$ cat config.mk
export PLATFORM = sky130hd
export DESIGN_NAME = spi_uop_engine
export DESIGN_NICKNAME = d
export VERILOG_FILES = /design/src/rtl/spi_uop_pkg.sv /design/src/rtl/uop_fifo.sv /design/src/rtl/uop_exec.sv /design/src/rtl/spi_uop_engine.sv
export SDC_FILE = /design/constraint.sdc
export NUM_CORES = 1
export LEC_CHECK = 0
export BUFFER_PORTS_ARGS = -buffer_cell sky130_fd_sc_hd__buf_4
export CAP_MARGIN = 20
export CORE_MARGIN = 8
export CORE_UTILIZATION = 35
export DETAILED_ROUTE_END_ITERATION = 10
export HOLD_SLACK_MARGIN = 0.05
export PLACE_DENSITY_LB_ADDON = 0.25
export SLEW_MARGIN = 40
export SYNTH_ARGS = -nofsm -noshare
export SYNTH_HDL_FRONTEND = slang
export SYNTH_SLANG_ARGS = --single-unit
$ cat constraint.sdc
create_clock -name clk_i -period 3.25 [get_ports clk_i]
set_input_delay 0.1625 -clock clk_i [delete_from_list [all_inputs] [get_ports clk_i]]
set_output_delay 0.1625 -clock clk_i [all_outputs]
set_load 0.1 [all_outputs]
$ cat src/rtl/spi_uop_pkg.sv
package spi_uop_pkg;
  localparam int CNT_W  = 9;
  localparam int CODE_W = 5;
  localparam int OPW_W  = CNT_W + CODE_W;

  localparam logic [CODE_W-1:0] OP_CS_HI = 5'h00;
  localparam logic [CODE_W-1:0] OP_CS_LO = 5'h01;
  localparam logic [CODE_W-1:0] OP_TX    = 5'h08;
  localparam logic [CODE_W-1:0] OP_RX    = 5'h0C;

  typedef struct packed {
    logic [CODE_W-1:0] code;
    logic [CNT_W-1:0]  len;
  } uop_t;

  typedef enum logic [1:0] {S_IDLE, S_LOAD, S_LOW, S_HIGH} exec_st_e;
endpackage

$ cat src/rtl/uop_fifo.sv
module uop_fifo #(
  parameter int W     = 8,
  parameter int DEPTH = 8
) (
  input  logic         clk_i,
  input  logic         rst_ni,
  input  logic         push_i,
  input  logic [W-1:0] wdata_i,
  input  logic         pop_i,
  output logic [W-1:0] rdata_o,
  output logic         full_o,
  output logic         empty_o
);
  localparam int AW = $clog2(DEPTH);

  logic [W-1:0] mem [DEPTH];
  logic [AW-1:0] wp_q, rp_q;
  logic [AW:0]   cnt_q;
  logic push_ok, pop_ok;

  assign full_o  = (cnt_q == (AW+1)'(DEPTH));
  assign empty_o = (cnt_q == '0);
  assign push_ok = push_i && !full_o;
  assign pop_ok  = pop_i && !empty_o;
  assign rdata_o = mem[rp_q];

  always_ff @(posedge clk_i) begin
    if (push_ok) mem[wp_q] <= wdata_i;
  end

  always_ff @(posedge clk_i or negedge rst_ni) begin
    if (!rst_ni) begin
      wp_q  <= '0;
      rp_q  <= '0;
      cnt_q <= '0;
    end else begin
      if (push_ok) wp_q <= (wp_q == AW'(DEPTH-1)) ? '0 : wp_q + 1'b1;
      if (pop_ok)  rp_q <= (rp_q == AW'(DEPTH-1)) ? '0 : rp_q + 1'b1;
      cnt_q <= cnt_q + (AW+1)'(push_ok) - (AW+1)'(pop_ok);
    end
  end

  // full queue drops a lone push (R5 for the op queue, R12 for data)
  assert_full_drop_R5: assert property (@(posedge clk_i) disable iff (!rst_ni)
    (full_o && push_i && !pop_i) |=> (full_o && $stable(wp_q)));

  assert_empty_pop_R12: assert property (@(posedge clk_i) disable iff (!rst_ni)
    (empty_o && pop_i && !push_i) |=> (empty_o && $stable(rp_q)));
endmodule

$ cat src/rtl/uop_exec.sv
module uop_exec
  import spi_uop_pkg::*;
(
  input  logic       clk_i,
  input  logic       rst_ni,
  input  logic       en_i,
  input  uop_t       op_i,
  input  logic       op_empty_i,
  output logic       op_pop_o,
  input  logic [7:0] tx_data_i,
  input  logic       tx_empty_i,
  output logic       tx_pop_o,
  input  logic       rx_full_i,
  output logic [7:0] rx_data_o,
  output logic       rx_push_o,
  output logic       busy_o,
  output logic       sclk_o,
  output logic       cs_no,
  output logic       mosi_o,
  input  logic       miso_i
);
  exec_st_e         st_q;
  logic             is_tx_q;
  logic [CNT_W-1:0] cnt_q;
  logic [2:0]       bit_q;
  logic [7:0]       sh_q;
  logic             sclk_q, cs_q, mosi_q;

  assign op_pop_o  = (st_q == S_IDLE) && en_i && !op_empty_i;
  assign tx_pop_o  = (st_q == S_LOAD) && is_tx_q && !tx_empty_i;
  assign rx_push_o = (st_q == S_HIGH) && !is_tx_q && (bit_q == 3'd7);
  assign rx_data_o = sh_q;
  assign busy_o    = (st_q != S_IDLE);
  assign sclk_o    = sclk_q;
  assign cs_no     = cs_q;
  assign mosi_o    = mosi_q;

  always_ff @(posedge clk_i or negedge rst_ni) begin
    if (!rst_ni) begin
      st_q    <= S_IDLE;
      is_tx_q <= 1'b0;
      cnt_q   <= '0;
      bit_q   <= '0;
      sh_q    <= '0;
      sclk_q  <= 1'b0;
      cs_q    <= 1'b1;
      mosi_q  <= 1'b1;
    end else begin
      unique case (st_q)
        S_IDLE: if (op_pop_o) begin
          if (op_i.code == OP_CS_LO) cs_q <= 1'b0;
          else if (op_i.code == OP_CS_HI) cs_q <= 1'b1;
          else if ((op_i.code == OP_TX || op_i.code == OP_RX) && op_i.len != '0) begin
            is_tx_q <= (op_i.code == OP_TX);
            cnt_q   <= op_i.len;
            st_q    <= S_LOAD;
          end
        end
        S_LOAD: begin
          // stall here: no data to send, or no room for a received byte
          if (is_tx_q && !tx_empty_i) begin
            sh_q   <= tx_data_i;
            mosi_q <= tx_data_i[7];
            bit_q  <= '0;
            st_q   <= S_LOW;
          end else if (!is_tx_q && !rx_full_i) begin
            sh_q   <= '0;
            mosi_q <= 1'b1;
            bit_q  <= '0;
            st_q   <= S_LOW;
          end
        end
        S_LOW: begin
          sclk_q <= 1'b1;
          sh_q   <= {sh_q[6:0], miso_i};
          st_q   <= S_HIGH;
        end
        S_HIGH: begin
          sclk_q <= 1'b0;
          if (bit_q == 3'd7) begin
            cnt_q <= cnt_q - 1'b1;
            st_q  <= (cnt_q == CNT_W'(1)) ? S_IDLE : S_LOAD;
          end else begin
            bit_q <= bit_q + 1'b1;
            if (is_tx_q) mosi_q <= sh_q[7];
            st_q  <= S_LOW;
          end
        end
        default: st_q <= S_IDLE;
      endcase
    end
  end

  assert_mode0_R3: assert property (@(posedge clk_i) disable iff (!rst_ni)
    $rose(sclk_o) |-> $stable(mosi_o));

  assert_sclk_pulse_R3: assert property (@(posedge clk_i) disable iff (!rst_ni)
    $rose(sclk_o) |=> $fell(sclk_o));

  assert_rx_room_R7: assert property (@(posedge clk_i) disable iff (!rst_ni)
    rx_push_o |-> !rx_full_i);

  assert_tx_stall_R6: assert property (@(posedge clk_i) disable iff (!rst_ni)
    (st_q == S_LOAD && is_tx_q && tx_empty_i) |=> !sclk_o);

  assert_noop_R10: assert property (@(posedge clk_i) disable iff (!rst_ni)
    (op_pop_o && op_i.len == '0) |=> (st_q == S_IDLE));
endmodule

$ cat src/rtl/spi_uop_engine.sv
module spi_uop_engine
  import spi_uop_pkg::*;
#(
  parameter int OP_DEPTH   = 4,
  parameter int DATA_DEPTH = 8
) (
  input  logic             clk_i,
  input  logic             rst_ni,
  input  logic             manual_en_i,
  input  logic [OPW_W-1:0] op_word_i,
  input  logic             op_wr_i,
  input  logic             op_push_i,
  output logic             op_full_o,
  output logic             op_empty_o,
  input  logic [7:0]       tx_data_i,
  input  logic             tx_push_i,
  output logic             tx_full_o,
  output logic             tx_empty_o,
  output logic [7:0]       rx_data_o,
  input  logic             rx_pop_i,
  output logic             rx_full_o,
  output logic             rx_empty_o,
  output logic             idle_o,
  output logic             sclk_o,
  output logic             cs_no,
  output logic             mosi_o,
  input  logic             miso_i
);
  logic [OPW_W-1:0] op_word_q;
  logic [OPW_W-1:0] op_head;
  logic op_pop, tx_pop, rx_push, busy;
  logic [7:0] tx_head, rx_byte;

  always_ff @(posedge clk_i or negedge rst_ni) begin
    if (!rst_ni) op_word_q <= '0;
    else if (op_wr_i) op_word_q <= op_word_i;
  end

  uop_fifo #(.W(OPW_W), .DEPTH(OP_DEPTH)) u_opq (
    .clk_i, .rst_ni, .push_i(op_push_i), .wdata_i(op_word_q), .pop_i(op_pop),
    .rdata_o(op_head), .full_o(op_full_o), .empty_o(op_empty_o));

  uop_fifo #(.W(8), .DEPTH(DATA_DEPTH)) u_txq (
    .clk_i, .rst_ni, .push_i(tx_push_i), .wdata_i(tx_data_i), .pop_i(tx_pop),
    .rdata_o(tx_head), .full_o(tx_full_o), .empty_o(tx_empty_o));

  uop_fifo #(.W(8), .DEPTH(DATA_DEPTH)) u_rxq (
    .clk_i, .rst_ni, .push_i(rx_push), .wdata_i(rx_byte), .pop_i(rx_pop_i),
    .rdata_o(rx_data_o), .full_o(rx_full_o), .empty_o(rx_empty_o));

  uop_exec u_exec (
    .clk_i, .rst_ni, .en_i(manual_en_i), .op_i(uop_t'(op_head)),
    .op_empty_i(op_empty_o), .op_pop_o(op_pop),
    .tx_data_i(tx_head), .tx_empty_i(tx_empty_o), .tx_pop_o(tx_pop),
    .rx_full_i(rx_full_o), .rx_data_o(rx_byte), .rx_push_o(rx_push),
    .busy_o(busy), .sclk_o, .cs_no, .mosi_o, .miso_i);

  assign idle_o = op_empty_o && !busy;

  assert_idle_quiet_R9: assert property (@(posedge clk_i) disable iff (!rst_ni)
    idle_o |-> !sclk_o);

  assert_hold_disabled_R8: assert property (@(posedge clk_i) disable iff (!rst_ni)
    (!manual_en_i && idle_o) |=> ($stable(cs_no) && !sclk_o));
endmodule

==> summary.md <==
| Metric | Value |
|---|---|
| Hold path depth | `2` |
| Register bit count reported by yosys | `251` |
| Clock-pin slew on the worst setup and hold paths | `0.06 ns` |
| Height of the die | `188.8 um` |
| Number of cells traversed by the worst register-to-register path | `6` |
| Synthesis-to-finish area growth | `19.76%` |
| Width of the die | `188.8 um` |
| Post-CTS setup repair buffer count | `0` |
| GRT Total Usage | `0.1157` |
| Final Wtd Congestion | `0.8184` |
| Largest cells by area after synthesis | `sky130_fd_sc_hd__edfxtp_1 53%, sky130_fd_sc_hd__dfrtp_1 16%, sky130_fd_sc_hd__mux4_2 9.3%` |
| Synthesized instance count | `628` |
| Top cell type by total area after synthesis | `sky130_fd_sc_hd__edfxtp_1` |
| Vias | `5,588` |
| CTS max path bufs | `3` |
| Final hold violation count | `0` |
| DR pass1 iterations | `5` |
| Sw Share | `0.3477` |
| Antenna-violating nets left | `0` |
| Period utilization | `0.8122` |
| Grt ovf | `0` |
| I/O Pins | `48` |
| Part of the power in the clock network | `0.275` |
| Number of synthesized flops with an enable pin | `184` |
| Synth cell count leaders | `184 x sky130_fd_sc_hd__edfxtp_1, 65 x sky130_fd_sc_hd__dfrtp_1, 43 x sky130_fd_sc_hd__mux4_2` |
| Routed length per placed instance | `17.93 um` |
| NumNets Final | `790` |
| Area of the core | `0.02948 mm^2` |
| Remaining DRCs | `0` |
| Count of buffers inserted at the top-level ports | `47` |
| Number of clock sinks | `251` |
| Setup Crit Path Kind | `flop to flop` |
| Leading cell type by number of instances after synthesis | `sky130_fd_sc_hd__edfxtp_1` |
| Post-CTS Resized | `0` |
| Number of rows created at floorplan | `63` |
| Via count of the first global-routing pass | `6,106` |
| Hold slack | `0.05603 ns` |
| Clock tree from TritonCTS | `built` |
| Total negative slack for setup checks | `0 ns` |
| Number of endpoints failing setup at the final stage | `0` |
| Wire length after detailed routing | `20.36 mm` |
| Sequential area share after synthesis | `0.6896` |
| Root buf cell | `sky130_fd_sc_hd__clkbuf_16` |
| Number of buffers added by the clock tree synthesis step | `27` |
| Setup Skew | `0.009416 ns` |
| Element type at the critical path start | `flop` |
| Final period demand of the worst path | `2.640 ns` |
| Starting utilization of the core area | `0.3544` |
| Die area | `0.03563 mm^2` |
| Share of Yosys cell area claimed by the top area cell type | `0.5289` |
| Maximum number of pins on one net before global-route repair | `68` |
| Post-Synthesis Mean Instance Area | `16.64 um^2` |
| Beginning of the worst register-to-register path | `u_exec.st_q[0]` |
| Int Pwr | `7.386 mW` |
| Number of slew-limit violations in the final report | `0` |
| Cell leakage power | `4.599 nW` |
| Synth async-reset ratio | `0.2669` |
| Antenna diode instance count | `0` |
| Global-route wire length before repair | `33.02 mm` |
| Share of power burned in combinational logic | `0.305` |
| Slew HR | `0.4624` |
| Fmax achieved | `378.8 MHz` |
| Filler Cell Count | `2,635` |
| Result of the run | `finished, final reports clean` |
| Peak fanout along the critical path | `12` |
| Unique cell type count in the Yosys netlist | `51` |
| Launch point of the worst path | `u_exec.st_q[0]` |
| Setup repair after global routing missed its margin | `false` |
| Worst ir drop on vdd | `0.0003581 V` |
| Req. time, crit path | `3.40 ns` |
| Pwr/cell area | `904.9 mW/mm^2` |
| Layout cells sized above 1 | `0.2440` |
| Type of the tightest min-delay check | `input port to flop` |
| Number of antenna violations at the first check in global routing | `0` |
| Data arrival, critical path | `2.79 ns` |
| H-tree level count | `1` |
| Total standard cell area after synthesis | `0.01045 mm^2` |
| Via-per-instance ratio | `4.919` |
| Yosys warns | `0` |
| Number of buffers inserted by hold repair at cts | `31` |
| Post-synth top flop | `sky130_fd_sc_hd__edfxtp_1` |
| Measured slew at the worst slew-check pin | `0.8063 ns` |
| Number of nets in the synthesized netlist | `692` |
| 1st-iter DRT viols | `401` |
| Switching pwr | `3.937 mW` |
| Worst min-delay path startpoint | `op_wr_i` |
| Flop pwr share | `0.420` |
| Clock latency on the worst-skew pair | `0.52 ns` |
| Max cap viols | `0` |
| Half-perimeter wire length after detailed placement | `13.58 mm` |
| Critical Path Sink Type | `flop` |
cell usage in the layout (no fill, tap or decap), types with 21 or more instances in the layout:
cell and count:
sky130_fd_sc_hd__clkbuf_16 27, sky130_fd_sc_hd__mux4_2 43, sky130_fd_sc_hd__nor2_1 36, sky130_fd_sc_hd__dlygate4sd3_1 31, sky130_fd_sc_hd__dfrtp_1 65, sky130_fd_sc_hd__edfxtp_1 184
sky130_fd_sc_hd__buf_4 62, sky130_fd_sc_hd__o21ai_0 21, sky130_fd_sc_hd__mux2_2 27, sky130_fd_sc_hd__ha_1 31, sky130_fd_sc_hd__nand2_1 33, sky130_fd_sc_hd__inv_1 31
logic make-up after synthesis:
group | after synthesis | synth area share
simple gates | 117 | 0.05557
fa+ha+maj | 34 | 0.04287
buf+inv | 58 | 0.02443
xor+xnor | 6 | 0.005030
mux | 81 | 0.1354
flops | 251 | 0.6896
compound gates | 81 | 0.04707
final cells by class:
class                           count  area [um^2]  share of cell area
Sequential cell                   251         7204              0.5758
Multi-Input combinational cell    319         2988              0.2388
Timing Repair Buffer               95        798.3             0.06380
Clock buffer                       33        698.2             0.05580
Tap cell                          390        488.0             0.03900
Clock inverter                     16        215.2             0.01720
Inverter                           32        120.1            0.009600
path summary, 6_finish.rpt:
path | to | slack, ns
worst min register to register | u_exec.cnt_q[8] | 0.51
worst max register to register | u_rxq.mem[5][0] | 0.61
worst max-delay path | u_rxq.mem[5][0] | 0.61
max in group asynchronous | u_exec.sclk_o | 2.58
min in group asynchronous | op_word_q[6] | 0.20
worst min-delay path | op_word_q[3] | 0.06
through the flow:
| stage | cells | setup WS, ns | instance area (um^2) | total power, mW | util |
|---|---|---|---|---|---|
| floorplan | 628 | 0.4145 | 10450 | 7.324 | - |
| global placement | 1055 | 0.6873 | 11270 | 8.136 | 0.3824 |
| detailed placement | 1055 | 0.5850 | 11280 | 8.277 | 0.3825 |
| CTS | 1135 | 0.5724 | 12500 | 11.45 | 0.4240 |
| global route | 1136 | 0.3783 | 12510 | 11.96 | 0.4244 |
| finish | 1136 | 0.6104 | 12510 | 11.32 | 0.4244 |
critical path, stage by stage (launching register included):
cell and delay [ns]:
sky130_fd_sc_hd__dfrtp_1 0.42, sky130_fd_sc_hd__inv_1 0.21, sky130_fd_sc_hd__nor2_1 0.31, sky130_fd_sc_hd__nand2_1 0.14, sky130_fd_sc_hd__nor3_2 0.36, sky130_fd_sc_hd__nand2_1 0.19
sky130_fd_sc_hd__nor2_1 0.64
power by group through the flow:
stage / logic, mW / registers, mW / clock network [mW]
6_report: 3.45 / 4.76 / 3.12
5_1_grt: 3.80 / 4.85 / 3.32
4_1_cts: 3.49 / 4.77 / 3.19
3_5_place_dp: 3.44 / 4.83 / 0
3_3_place_gp: 3.36 / 4.78 / 0
2_1_floorplan: 2.70 / 4.63 / 0
state kept, by name (all words and copies together), names as in the netlist, 4 cells and up:
name / cells
u_rxq.mem: 64
u_txq.mem: 64
u_opq.mem: 56
op_word_q: 14
u_exec.cnt_q: 9
u_exec.rx_data_o: 8
u_rxq.cnt_q: 4
u_txq.cnt_q: 4
metal layers:
layer / part of all wire / global-route usage
met2: 0.50 / 0.2016
met1: 0.44 / 0.1443
met4: 0.022 / 0.03758
met3: 0.034 / 0.01959
met5: 0 / 0
Note: power is estimated with default switching activity, not from simulation.
